### src/rtl/afe_pkg.sv
package afe_pkg;
    typedef enum logic [1:0] {
        AK_FETCH = 2'd0,
        AK_READ  = 2'd1,
        AK_WRITE = 2'd2,
        AK_RSVD  = 2'd3
    } acc_kind_e;

    localparam int FLAG_BITS = 5;
endpackage

### src/rtl/afe_info_compose.sv
module afe_info_compose
    import afe_pkg::*;
#(
    parameter int DW = 16
) (
    input  logic [DW-1:0] ir_i,
    input  logic [1:0]    kind_i,
    input  logic          super_i,
    output logic [DW-1:0] info_o
);
    logic [FLAG_BITS-1:0] flags_d;

    always_comb begin
        flags_d    = '0;
        flags_d[2] = super_i;
        unique case (acc_kind_e'(kind_i))
            AK_FETCH: begin
                flags_d[4] = 1'b1;
                flags_d[1] = 1'b1;
            end
            AK_READ: begin
                flags_d[4] = 1'b1;
                flags_d[0] = 1'b1;
            end
            default: flags_d[0] = 1'b1;
        endcase
        info_o = {ir_i[DW-1:FLAG_BITS], flags_d};
    end
endmodule

### src/rtl/afe_word_pick.sv
module afe_word_pick #(
    parameter int DW     = 16,
    parameter int AW     = 32,
    parameter int NWORDS = 2 + AW / DW,
    parameter int IW     = $clog2(NWORDS)
) (
    input  logic [DW-1:0] ir_i,
    input  logic [AW-1:0] addr_i,
    input  logic [DW-1:0] info_i,
    input  logic [IW-1:0] idx_i,
    output logic [DW-1:0] word_o
);
    localparam int ASLICES = AW / DW;

    logic [DW-1:0] words_d [NWORDS];

    assign words_d[0]        = ir_i;
    assign words_d[NWORDS-1] = info_i;

    // address slices go out least significant first
    for (genvar g = 0; g < ASLICES; g++) begin : g_slice
        assign words_d[g+1] = addr_i[g*DW +: DW];
    end

    always_comb begin
        word_o = '0;
        for (int k = 0; k < NWORDS; k++) begin
            if (idx_i == IW'(k)) word_o = words_d[k];
        end
    end
endmodule

### src/rtl/addr_err_frame_seq.sv
module addr_err_frame_seq #(
    parameter int DW = 16,
    parameter int AW = 32
) (
    input  logic          clk,
    input  logic          rst_n,
    input  logic          fault_i,
    input  logic [DW-1:0] fault_ir_i,
    input  logic [AW-1:0] fault_addr_i,
    input  logic [1:0]    fault_kind_i,
    input  logic          fault_super_i,
    input  logic [AW-1:0] sp_i,
    output logic          wr_req_o,
    output logic [AW-1:0] wr_addr_o,
    output logic [DW-1:0] wr_data_o,
    input  logic          wr_ack_i,
    output logic          busy_o,
    output logic          done_o,
    output logic [AW-1:0] sp_o
);
    localparam int NWORDS = 2 + AW / DW;
    localparam int IW     = $clog2(NWORDS);
    localparam int STEP   = DW / 8;
    localparam logic [IW-1:0] LAST = IW'(NWORDS - 1);

    typedef struct packed {
        logic          busy;
        logic          done;
        logic [IW-1:0] idx;
        logic [AW-1:0] sp;
        logic [DW-1:0] ir;
        logic [AW-1:0] addr;
        logic [DW-1:0] info;
    } st_t;

    st_t st_q, st_d;
    logic [DW-1:0] info_w;
    logic [DW-1:0] word_w;

    afe_info_compose #(.DW(DW)) u_info (
        .ir_i    (fault_ir_i),
        .kind_i  (fault_kind_i),
        .super_i (fault_super_i),
        .info_o  (info_w)
    );

    afe_word_pick #(.DW(DW), .AW(AW), .NWORDS(NWORDS), .IW(IW)) u_pick (
        .ir_i   (st_q.ir),
        .addr_i (st_q.addr),
        .info_i (st_q.info),
        .idx_i  (st_q.idx),
        .word_o (word_w)
    );

    always_comb begin
        st_d      = st_q;
        st_d.done = 1'b0;
        if (!st_q.busy) begin
            if (fault_i) begin
                st_d.busy = 1'b1;
                st_d.idx  = '0;
                st_d.sp   = sp_i - AW'(STEP);
                st_d.ir   = fault_ir_i;
                st_d.addr = fault_addr_i;
                st_d.info = info_w;
            end
        end else if (wr_ack_i) begin
            if (st_q.idx == LAST) begin
                st_d.busy = 1'b0;
                st_d.done = 1'b1;
            end else begin
                st_d.idx = st_q.idx + 1'b1;
                st_d.sp  = st_q.sp - AW'(STEP);
            end
        end
    end

    always_ff @(posedge clk) begin
        if (!rst_n) st_q <= '0;
        else        st_q <= st_d;
    end

    assign wr_req_o  = st_q.busy;
    assign wr_addr_o = st_q.sp;
    assign wr_data_o = word_w;
    assign busy_o    = st_q.busy;
    assign done_o    = st_q.done;
    assign sp_o      = st_q.sp;

    p_hold_r4: assert property (@(posedge clk) disable iff (!rst_n)
        wr_req_o && !wr_ack_i |=> wr_req_o && $stable(wr_addr_o) && $stable(wr_data_o));

    p_step_r3: assert property (@(posedge clk) disable iff (!rst_n)
        wr_req_o && wr_ack_i && (st_q.idx != LAST) |=> wr_addr_o == $past(wr_addr_o) - AW'(STEP));

    p_info_field_r5: assert property (@(posedge clk) disable iff (!rst_n)
        wr_req_o && (st_q.idx == LAST) |-> wr_data_o[DW-1:5] == st_q.ir[DW-1:5] && !wr_data_o[3]);

    p_done_idle_r8: assert property (@(posedge clk) disable iff (!rst_n)
        done_o |-> !busy_o && !wr_req_o);

    p_done_pulse_r8: assert property (@(posedge clk) disable iff (!rst_n)
        done_o |=> !done_o);

    p_ignore_r9: assert property (@(posedge clk) disable iff (!rst_n)
        busy_o && fault_i |=> $stable(st_q.ir) && $stable(st_q.addr) && $stable(st_q.info));
endmodule

### config.mk
export PLATFORM = sky130hd
export DESIGN_NAME = addr_err_frame_seq
export DESIGN_NICKNAME = d
export VERILOG_FILES = /design/src/rtl/afe_pkg.sv /design/src/rtl/afe_info_compose.sv /design/src/rtl/afe_word_pick.sv /design/src/rtl/addr_err_frame_seq.sv
export SDC_FILE = /design/constraint.sdc
export NUM_CORES = 1
export LEC_CHECK = 0
export ABC_AREA = 0
export BUFFER_PORTS_ARGS = -buffer_cell sky130_fd_sc_hd__buf_4
export CAP_MARGIN = 20
export CORE_ASPECT_RATIO = 1.4
export CORE_MARGIN = 3
export CORE_UTILIZATION = 45
export CTS_CLUSTER_DIAMETER = 120
export DETAILED_ROUTE_END_ITERATION = 8
export GPL_ROUTABILITY_DRIVEN = 0
export PLACE_DENSITY_LB_ADDON = 0.08
export SYNTH_ARGS = -nofsm -noshare
export SYNTH_HDL_FRONTEND = slang
export SYNTH_SLANG_ARGS = --single-unit
export TNS_END_PERCENT = 100
### constraint.sdc
create_clock -name clk -period 4.3 [get_ports clk]
set_input_delay 0.43 -clock clk [delete_from_list [all_inputs] [get_ports clk]]
set_output_delay 0.43 -clock clk [all_outputs]
set_load 0.01 [all_outputs]
==> results.cfg, run 1 <==
[run_status]
outcome = finished clean

[timing]
fin_setup_tns_ns = 0
rsz0062_at_grt = no
layout_min_cycle_time_ns = 2.81
setup_viol = 0
drv_slew = 0
skew_ns = 0.00738
worst_hold_slack_ns = 0.283
clock.fmax_ghz = 0.356
hold_viol_final = 0
timing.final.crit_share_pct = 65.3
slew_headroom_pct = 40.1
tightest_slew_ns = 0.897

[floorplan]
dieWidth_um = 97.2
die_height_um = 134
core_mm2 = 0.0113
start_util_pct = 46.3
io_pins = 170
dieArea_mm2 = 0.0130
rows = 46

[cts]
cts_resized = 0
cts_tree = built
cts-root-buf = clkbuf_16
clkSinkCount = 88
postCtsSetupBuffers = 0
clk_pin_slew_ns = 0.07
clk_latency_ns = 0.34
cts_buffer_depth = 2
cts_made_buffers = 9
htree_levels = 3
cts_hold_buf = 0

[place]
portBuffers = 169
placed_cells = 946
place_hpwl_mm = 11.1

[yosys]
synth-async-reset-ratio_pct = 0
synth_enable_flop_cells = 0
synthAdderAreaFrac_pct = 1.43
synthSimpleGateAreaFrac_pct = 28.3
netlist_area_mm2 = 0.00525
syn_avg_cell_area_um2 = 7.18
yosysUniqueCellTypes = 55
synth_compound_area_share_pct = 18.9
synth_top_flop_cell = dfxtp_1
ys_warn_count = 0
synthesis.nets = 824
netlist_instances = 731
synth_top_family_by_area = simple AND/OR/NAND/NOR gates
yosysSeqAreaShare_pct = 33.6
synth_xor_area_share_pct = 4.34
ys_ff_latch = 88
muxShareOfSynthArea_pct = 0.596

[power_and_ir_drop]
cellPowerDensity_mw_per_mm2 = 340
power_leakage_uw = 0.00267
fin_total_pwr_uw = 2180
ir_drop_v = 0.000171

[final_layout]
area_growth_pct = 22.2
final_core_util_pct = 56.5
nNetsFinal = 906
finalNonFillerCells = 962
final_layout_size_suffix_gt1_share_pct = 24.8
diodes = 0

[detailed_routing]
vias = 5292
postRouteAntennaNets = 0
wl_per_cell_um = 15.8
drcViolationCount = 0
drt-total-wl_mm = 15.2
first_pass_iters = 5
viasPerCell = 5.50
drt-initial-drc-count = 198

[worst_setup_path]
crit_fanout = 22
worstPathRequired_ns = 3.87
arrival_ns = 2.38
reg2reg_depth = 7
r2r_slack_ns = 1.61
worstReg2RegEnd = sp_o[30]
path_class = reg2out
r2r_start = st_q[96]
endpoint_kind = primary output
critPathLaunchType = register

[hold_path]
min_to = st_q[4]
hold_path_class = in2reg
hold_depth = 2
hold_start = fault_kind_i[1]

[flow_run]
cap_violations = 0

[global_routing]
grt_start_max_net_pins = 75
grt_pass1_wl_mm = 23.8
antenna_found_initial = 0
grt_pass1_vias = 4893
grt_overflow = 0
grt.total_usage_pct = 22.0
==> how the worst max path moves through the flow <==
stage	cells after the start	to	start	slack [ns]
floorplan	6	sp_o[28]	sp_i[2]	1.87
global placement	9	sp_o[27]	sp_i[1]	1.47
detailed placement	9	sp_o[21]	sp_i[1]	1.39
CTS	6	wr_data_o[6]	st_q[96]	1.45
global route	6	wr_data_o[6]	st_q[96]	1.27
finish	6	wr_data_o[6]	st_q[96]	1.49
==> cells by family after synthesis <==
group                      count (synthesis)
AOI/OAI and AO/OA                        174
xor gates and xnor gates                  26
adders and majority gates                  6
buffers and inverters                    114
DFF                                       88
muxes                                      3
and+or+nand+nor                          320
==> per-layer routing <==
| layer | up-vias | wire length [µm] | track usage, % |
|---|---|---|---|
| li1 | 2627 | - | - |
| met1 | 2454 | 6270 | 26.7 |
| met2 | 189 | 7740 | 39.3 |
| met3 | 22 | 841 | 3.20 |
| met4 | 0 | 320 | 8.47 |
| met5 | - | 0 | 0 |
==> critical path, cell delays in order (launching register included) <==
cell and delay [ns]:
dfxtp_1 0.41, ha_1 0.75, nor2_1 0.11, a21o_1 0.35, nand2_1 0.13, o21ai_0 0.12
buf_4 0.17
==> flip-flops by register name (all words and copies together) (netlist names) <==
signal and flops:
busy_o 1, st_q 54, done_o 1, sp_o 32
==> layout by cell type (no fill, tap or decap), types with 3 or more instances in the layout <==
cell type / netlist / final
a31oi_1: 11 / 11
a32oi_1: 3 / 3
and3_1: 4 / 4
xnor2_1: 16 / 16
ha_1: 6 / 6
buf_4: 65 / 177
a21oi_1: 92 / 92
or3_1: 6 / 6
nor3_1: 19 / 19
nand4_1: 9 / 9
o21a_1: 5 / 5
o22ai_1: 6 / 6
or4_1: 7 / 7
inv_1: 8 / 7
nor2_1: 63 / 63
and2_1: 3 / 3
o31ai_1: 4 / 4
a221oi_1: 3 / 3
nand3_1: 10 / 10
o21ai_0: 33 / 33
nand2b_1: 6 / 5
xor2_1: 10 / 10
dfxtp_1: 88 / 88
nor4_1: 11 / 11
clkbuf_16: 0 / 9
o311ai_0: 3 / 3
nand2_1: 163 / 163
a211oi_1: 3 / 3
==> Yosys cell counts (5+ instances only) <==
library cell / instances / area, µm²
or4_1: 7 / 52.6
a21oi_1: 92 / 460
nor3_1: 19 / 95.1
buf_4: 65 / 488
xnor2_1: 16 / 140
xor2_1: 10 / 87.6
o21ai_0: 33 / 165
nand2_1: 163 / 612
clkbuf_1: 28 / 105
nand4_1: 9 / 56.3
o21a_1: 5 / 37.5
or3_1: 6 / 37.5
ha_1: 6 / 75.1
dfxtp_1: 88 / 1760
a31oi_1: 11 / 68.8
buf_1: 12 / 45.0
nor2_1: 63 / 236
nor4_1: 11 / 68.8
nand3_1: 10 / 50.1
inv_1: 8 / 30.0
o22ai_1: 6 / 37.5
nand2b_1: 6 / 37.5
==> where the power goes <==
part,switching (µW),internal [µW]
clock,319,451
sequential,57.5,868
combinational,266,219
total,642,1540
==> metrics by stage <==
stage          worst slack, ns  cell area (µm²)
4_1_cts                   1.45             6410
2_1_floorplan             1.87             5250
3_5_place_dp              1.39             6120
6_report                  1.49             6410
5_1_grt                   1.27             6410
3_3_place_gp              1.47             6120
==> cell type report <==
cell class	instances	area, µm²
Clock buffer	11	233
Fill cell	1137	4930
Sequential cell	88	1760
Tap cell	144	180
Multi-Input combinational cell	529	2820
Timing Repair Buffer	177	1330
Clock inverter	5	57.6
Inverter	8	30.0
Power figures use the tool's default switching activity.
==> run 2: changes to the inputs <==
Clock period 4.3 ns to 2.5 ns, I/O delays scaled along.
==> results.cfg, run 2 (synthesized netlist as in run 1, its figures left out) <==
[worst_setup_path]
cpMaxStageDelayCell = or4_1
endpoint_kind = register
critPathMaxStageDelay_ns = 0.69
cp_cell_sequence = or4_1 > nor4_1 > buf_4 > nand2_1 > or2_2 > a31oi_1
path_class = reg2reg
r2r_slack_ns = 0.17
critPathLaunchType = register
worstPathRequired_ns = 2.77
arrival_ns = 2.59
crit_fanout = 10

[detailed_routing]
viasPerCell = 5.45
highest_layer = met4
met1Wirelength_mm = 6.15
drcViolationCount = 0
vias = 5327
drt-initial-drc-count = 181
wl_met3_um = 862
first_pass_iters = 4
wl_per_cell_um = 15.7
drt-total-wl_mm = 15.3
dr_wl_met2_mm = 7.98
postRouteAntennaNets = 0

[timing]
tightest_slew_ns = 0.758
drv_slew = 0
skew_ns = 0.00532
fin_setup_tns_ns = 0
layout_setup_ws_ns = 0.174
hold_viol_final = 0
rsz0062_at_grt = no
layout_min_cycle_time_ns = 2.33
clock.fmax_ghz = 0.430
setup_viol = 0
timing.final.crit_share_pct = 93.0
slew_headroom_pct = 49.4

[cts]
clk_latency_ns = 0.34
postCtsSetupBuffers = 0
cts_buffer_depth = 2
cts_hold_buf = 0
clk_pin_slew_ns = 0.06
cts-root-buf = clkbuf_16
clkSinkCount = 88
cts_tree = built
htree_levels = 3
cts_made_buffers = 9

[power_and_ir_drop]
p_switching_uw = 1140
p_int_uw = 2680
cellPowerDensity_mw_per_mm2 = 582
power_leakage_uw = 0.00275
ir_drop_v = 0.000292
p_clk_share_pct = 35.4
switching_share_pct = 29.9
seq_power_share_pct = 41.5
p_comb_share_pct = 23.0

[floorplan]
start_util_pct = 46.3
dieWidth_um = 97.2
die_height_um = 134
io_pins = 170
core_mm2 = 0.0113
rows = 46
dieArea_mm2 = 0.0130

[final_layout]
area_growth_pct = 25.3
largest_reg_flops = 54
regMostFlops = st_q
nNetsFinal = 922
layout_common_cells = buf_4, nand2_1, a21oi_1, dfxtp_1, nor2_1
fillCellCount = 1098
final_core_util_pct = 57.9
final_common_cell = buf_4
final_layout_size_suffix_gt1_share_pct = 26.5
diodes = 0

[global_routing]
antenna_found_initial = 0
grt_overflow = 0
grt_start_max_net_pins = 75
grt_pass1_wl_mm = 24.7
grt_pass1_vias = 5049
grt.total_usage_pct = 22.8

[hold_path]
hold_path_class = in2reg

[run_status]
outcome = finished clean

[place]
portBuffers = 169
post-place-ws_ns = 0.0159
place_hpwl_mm = 11.4

[flow_run]
cap_violations = 0
run 2: changes by cell type in the layout (fill, tap and decap cells not counted), sizes merged:
| cell | change |
|---|---|
| clkinv | -4 |
| inv | +1 |
| clkinvlp | +4 |
| buf | +16 |
| clkbuf | -1 |
run 2: metal layers:
layer	GRT usage (%)	up-vias
li1	-	2657
met1	27.9	2455
met2	40.8	189
met3	3.51	26
met4	7.85	0
met5	0	-
run 2: layout make-up:
type | instances | area [µm²] | share of cell area (%)
clock inverter | 6 | 68.8 | 1.05
inverter | 8 | 30.0 | 0.457
clock buffer | 10 | 229 | 3.49
sequential | 88 | 1760 | 26.8
tap | 144 | 180 | 2.74
multi-input combinational | 529 | 2830 | 43.0
timing repair buffer | 193 | 1470 | 22.4
run 2: path summary, 6_finish.rpt:
path	start	to	cells past startpoint
worst max register to register	sp_o[16]	sp_o[30]	6
worst max-delay path	sp_o[16]	sp_o[30]	6
worst min-delay path	fault_kind_i[1]	st_q[4]	2
worst min register to register	st_q[25]	st_q[25]	2
run 2: power by group through the flow:
stage               Sequential, µW  Clock (µW)  Combinational [µW]
floorplan                     1590           0                 558
global placement              1610           0                 864
detailed placement            1620           0                 877
CTS                           1590        1380                 880
global route                  1600        1440                 962
finish                        1590        1350                 881
run 2: timing repair:
action,CTS,global route
gates resized for setup,0,1
hold endpoints to repair,0,0
endpoints found under the setup margin,0,1
run 2: worst max-delay path, delay by kind of cell (launching register included):
family	cells	cell delay, ns
AOI/OAI and AO/OA	1	0.15
DFF	1	0.40
buffers and inverters	1	0.21
and+or+nand+nor	4	1.49
run 2: per-stage QoR:
step           std cells  area [µm²]  total power (µW)  hold WS [ns]
6_report             978        6570              3820         0.100
3_5_place_dp         962        6270              2500         0.447
5_1_grt              978        6570              4000         0.102
4_1_cts              978        6560              3850        0.0922
3_3_place_gp         962        6270              2480         0.442
2_1_floorplan        731        5250              2150         0.346
==> run 3: changes to the inputs <==
Settings changed: CORE_UTILIZATION 45 to 47.
==> results.cfg, run 3 (synthesized netlist as in run 1, its figures left out) <==
[run_status]
outcome = finished clean

[place]
placed_cells = 960
portBuffers = 169
place_hpwl_mm = 11.6

[worst_setup_path]
path_class = reg2out
crit_path_end = wr_data_o[6]
crit_fanout = 24
critPathLaunchType = register
worstPathRequired_ns = 2.25
worstReg2RegEnd = sp_o[28]
reg2reg_depth = 5
arrival_ns = 2.05
r2r_start = sp_o[20]
endpoint_kind = primary output
startpoint = st_q[96]
r2r_slack_ns = 0.28

[final_layout]
finalNonFillerCells = 976
largest_reg_flops = 54
fillCellCount = 1038
final_layout_size_suffix_gt1_share_pct = 26.6
regMostFlops = st_q
diodes = 0
final_common_cell = buf_4
layout_common_cells = buf_4, nand2_1, a21oi_1, dfxtp_1, nor2_1
area_growth_pct = 26.0
nNetsFinal = 923

[timing]
layout_min_cycle_time_ns = 2.30
fin_setup_tns_ns = 0
tightest_slew_ns = 0.770
setup_viol = 0
clock.fmax_ghz = 0.434
timing.final.crit_share_pct = 92.2
hold_viol_final = 0
slew_headroom_pct = 48.7
drv_slew = 0
rsz0062_at_grt = no
worst_hold_slack_ns = 0.106
skew_ns = 0.00350

[global_routing]
grt_overflow = 0
grt.total_usage_pct = 24.4
grt_start_max_net_pins = 75
grt_pass1_vias = 5017
antenna_found_initial = 0
grt_pass1_wl_mm = 23.8

[floorplan]
die_height_um = 131
io_pins = 170
dieWidth_um = 95.3
dieArea_mm2 = 0.0125
rows = 45
start_util_pct = 48.3
core_mm2 = 0.0109

[cts]
cts-root-buf = clkbuf_16
cts_tree = built
cts_made_buffers = 9
clkSinkCount = 88
cts_hold_buf = 0
htree_levels = 3
clk_latency_ns = 0.34
cts_buffer_depth = 2
clk_pin_slew_ns = 0.06

[power_and_ir_drop]
power_leakage_uw = 0.00278
ir_drop_v = 0.000388
cellPowerDensity_mw_per_mm2 = 599

[detailed_routing]
postRouteAntennaNets = 0
first_pass_iters = 5
drcViolationCount = 0
wl_per_cell_um = 15.9
drt-total-wl_mm = 15.6
viasPerCell = 5.52
drt-initial-drc-count = 184
vias = 5390

[hold_path]
hold_path_class = in2reg

[flow_run]
cap_violations = 0
## run 3: worst min-delay path by stage
stage / from / to / slack, ns / cells past startpoint
3_5_place_dp: st_q[40] / st_q[40] / 0.45 / 2
3_3_place_gp: st_q[42] / st_q[42] / 0.44 / 2
5_1_grt: fault_kind_i[1] / st_q[4] / 0.11 / 2
2_1_floorplan: fault_kind_i[1] / st_q[4] / 0.35 / 1
4_1_cts: fault_kind_i[1] / st_q[4] / 0.1 / 2
6_report: fault_kind_i[1] / st_q[4] / 0.11 / 2
## run 3: power by group
group | internal (µW) | total, µW | leakage [µW] | switching, µW
combinational | 409 | 882 | 0.00190 | 474
clock | 914 | 1490 | 0.000158 | 577
sequential | 1490 | 1590 | 0.000723 | 93.2
total | 2820 | 3960 | 0.00278 | 1140
## run 3: final cells by class
cell class / instances / area (µm²) / area share (%)
clock inverter: 5 / 87.6 / 1.33
clock buffer: 11 / 243 / 3.67
sequential: 88 / 1760 / 26.7
inverter: 8 / 30.0 / 0.455
timing repair buffer: 194 / 1480 / 22.4
multi-input combinational: 529 / 2830 / 42.8
tap: 141 / 176 / 2.67
## run 3: timing repair
action / 4_1_cts / 5_1_grt
setup buffers: 0 / 0
resized for setup: 0 / 1
setup endpoints to repair: 0 / 2
hold endpoints to repair: 0 / 0
## run 3: through the flow
| step | power [µW] | instance area, µm² | utilization, % | worst slack (ns) |
|---|---|---|---|---|
| 6_report | 3960 | 6610 | 60.8 | 0.196 |
| 5_1_grt | 4130 | 6610 | 60.8 | 0.00650 |
| 4_1_cts | 3980 | 6600 | 60.7 | 0.124 |
| 3_5_place_dp | 2490 | 6270 | 57.7 | 0.0840 |
| 3_3_place_gp | 2470 | 6270 | 57.7 | 0.103 |
| 2_1_floorplan | 2150 | 5250 | - | 0.251 |
## run 3: critical path, cell delays in order, from the launching register on
cell and delay (ns):
dfxtp_1 0.40, ha_1 0.21, buf_4 0.28, a21o_1 0.39, nand2_1 0.17, o21ai_0 0.11
buf_4 0.15
## run 3: routing by layer
metal / GRT usage, % / wire [µm] / vias to the layer above
met5: 0 / 0 / -
met2: 44.8 / 8120 / 212
li1: - / - / 2661
met3: 3.15 / 939 / 35
met4: 11.6 / 473 / 0
met1: 27.4 / 6020 / 2482
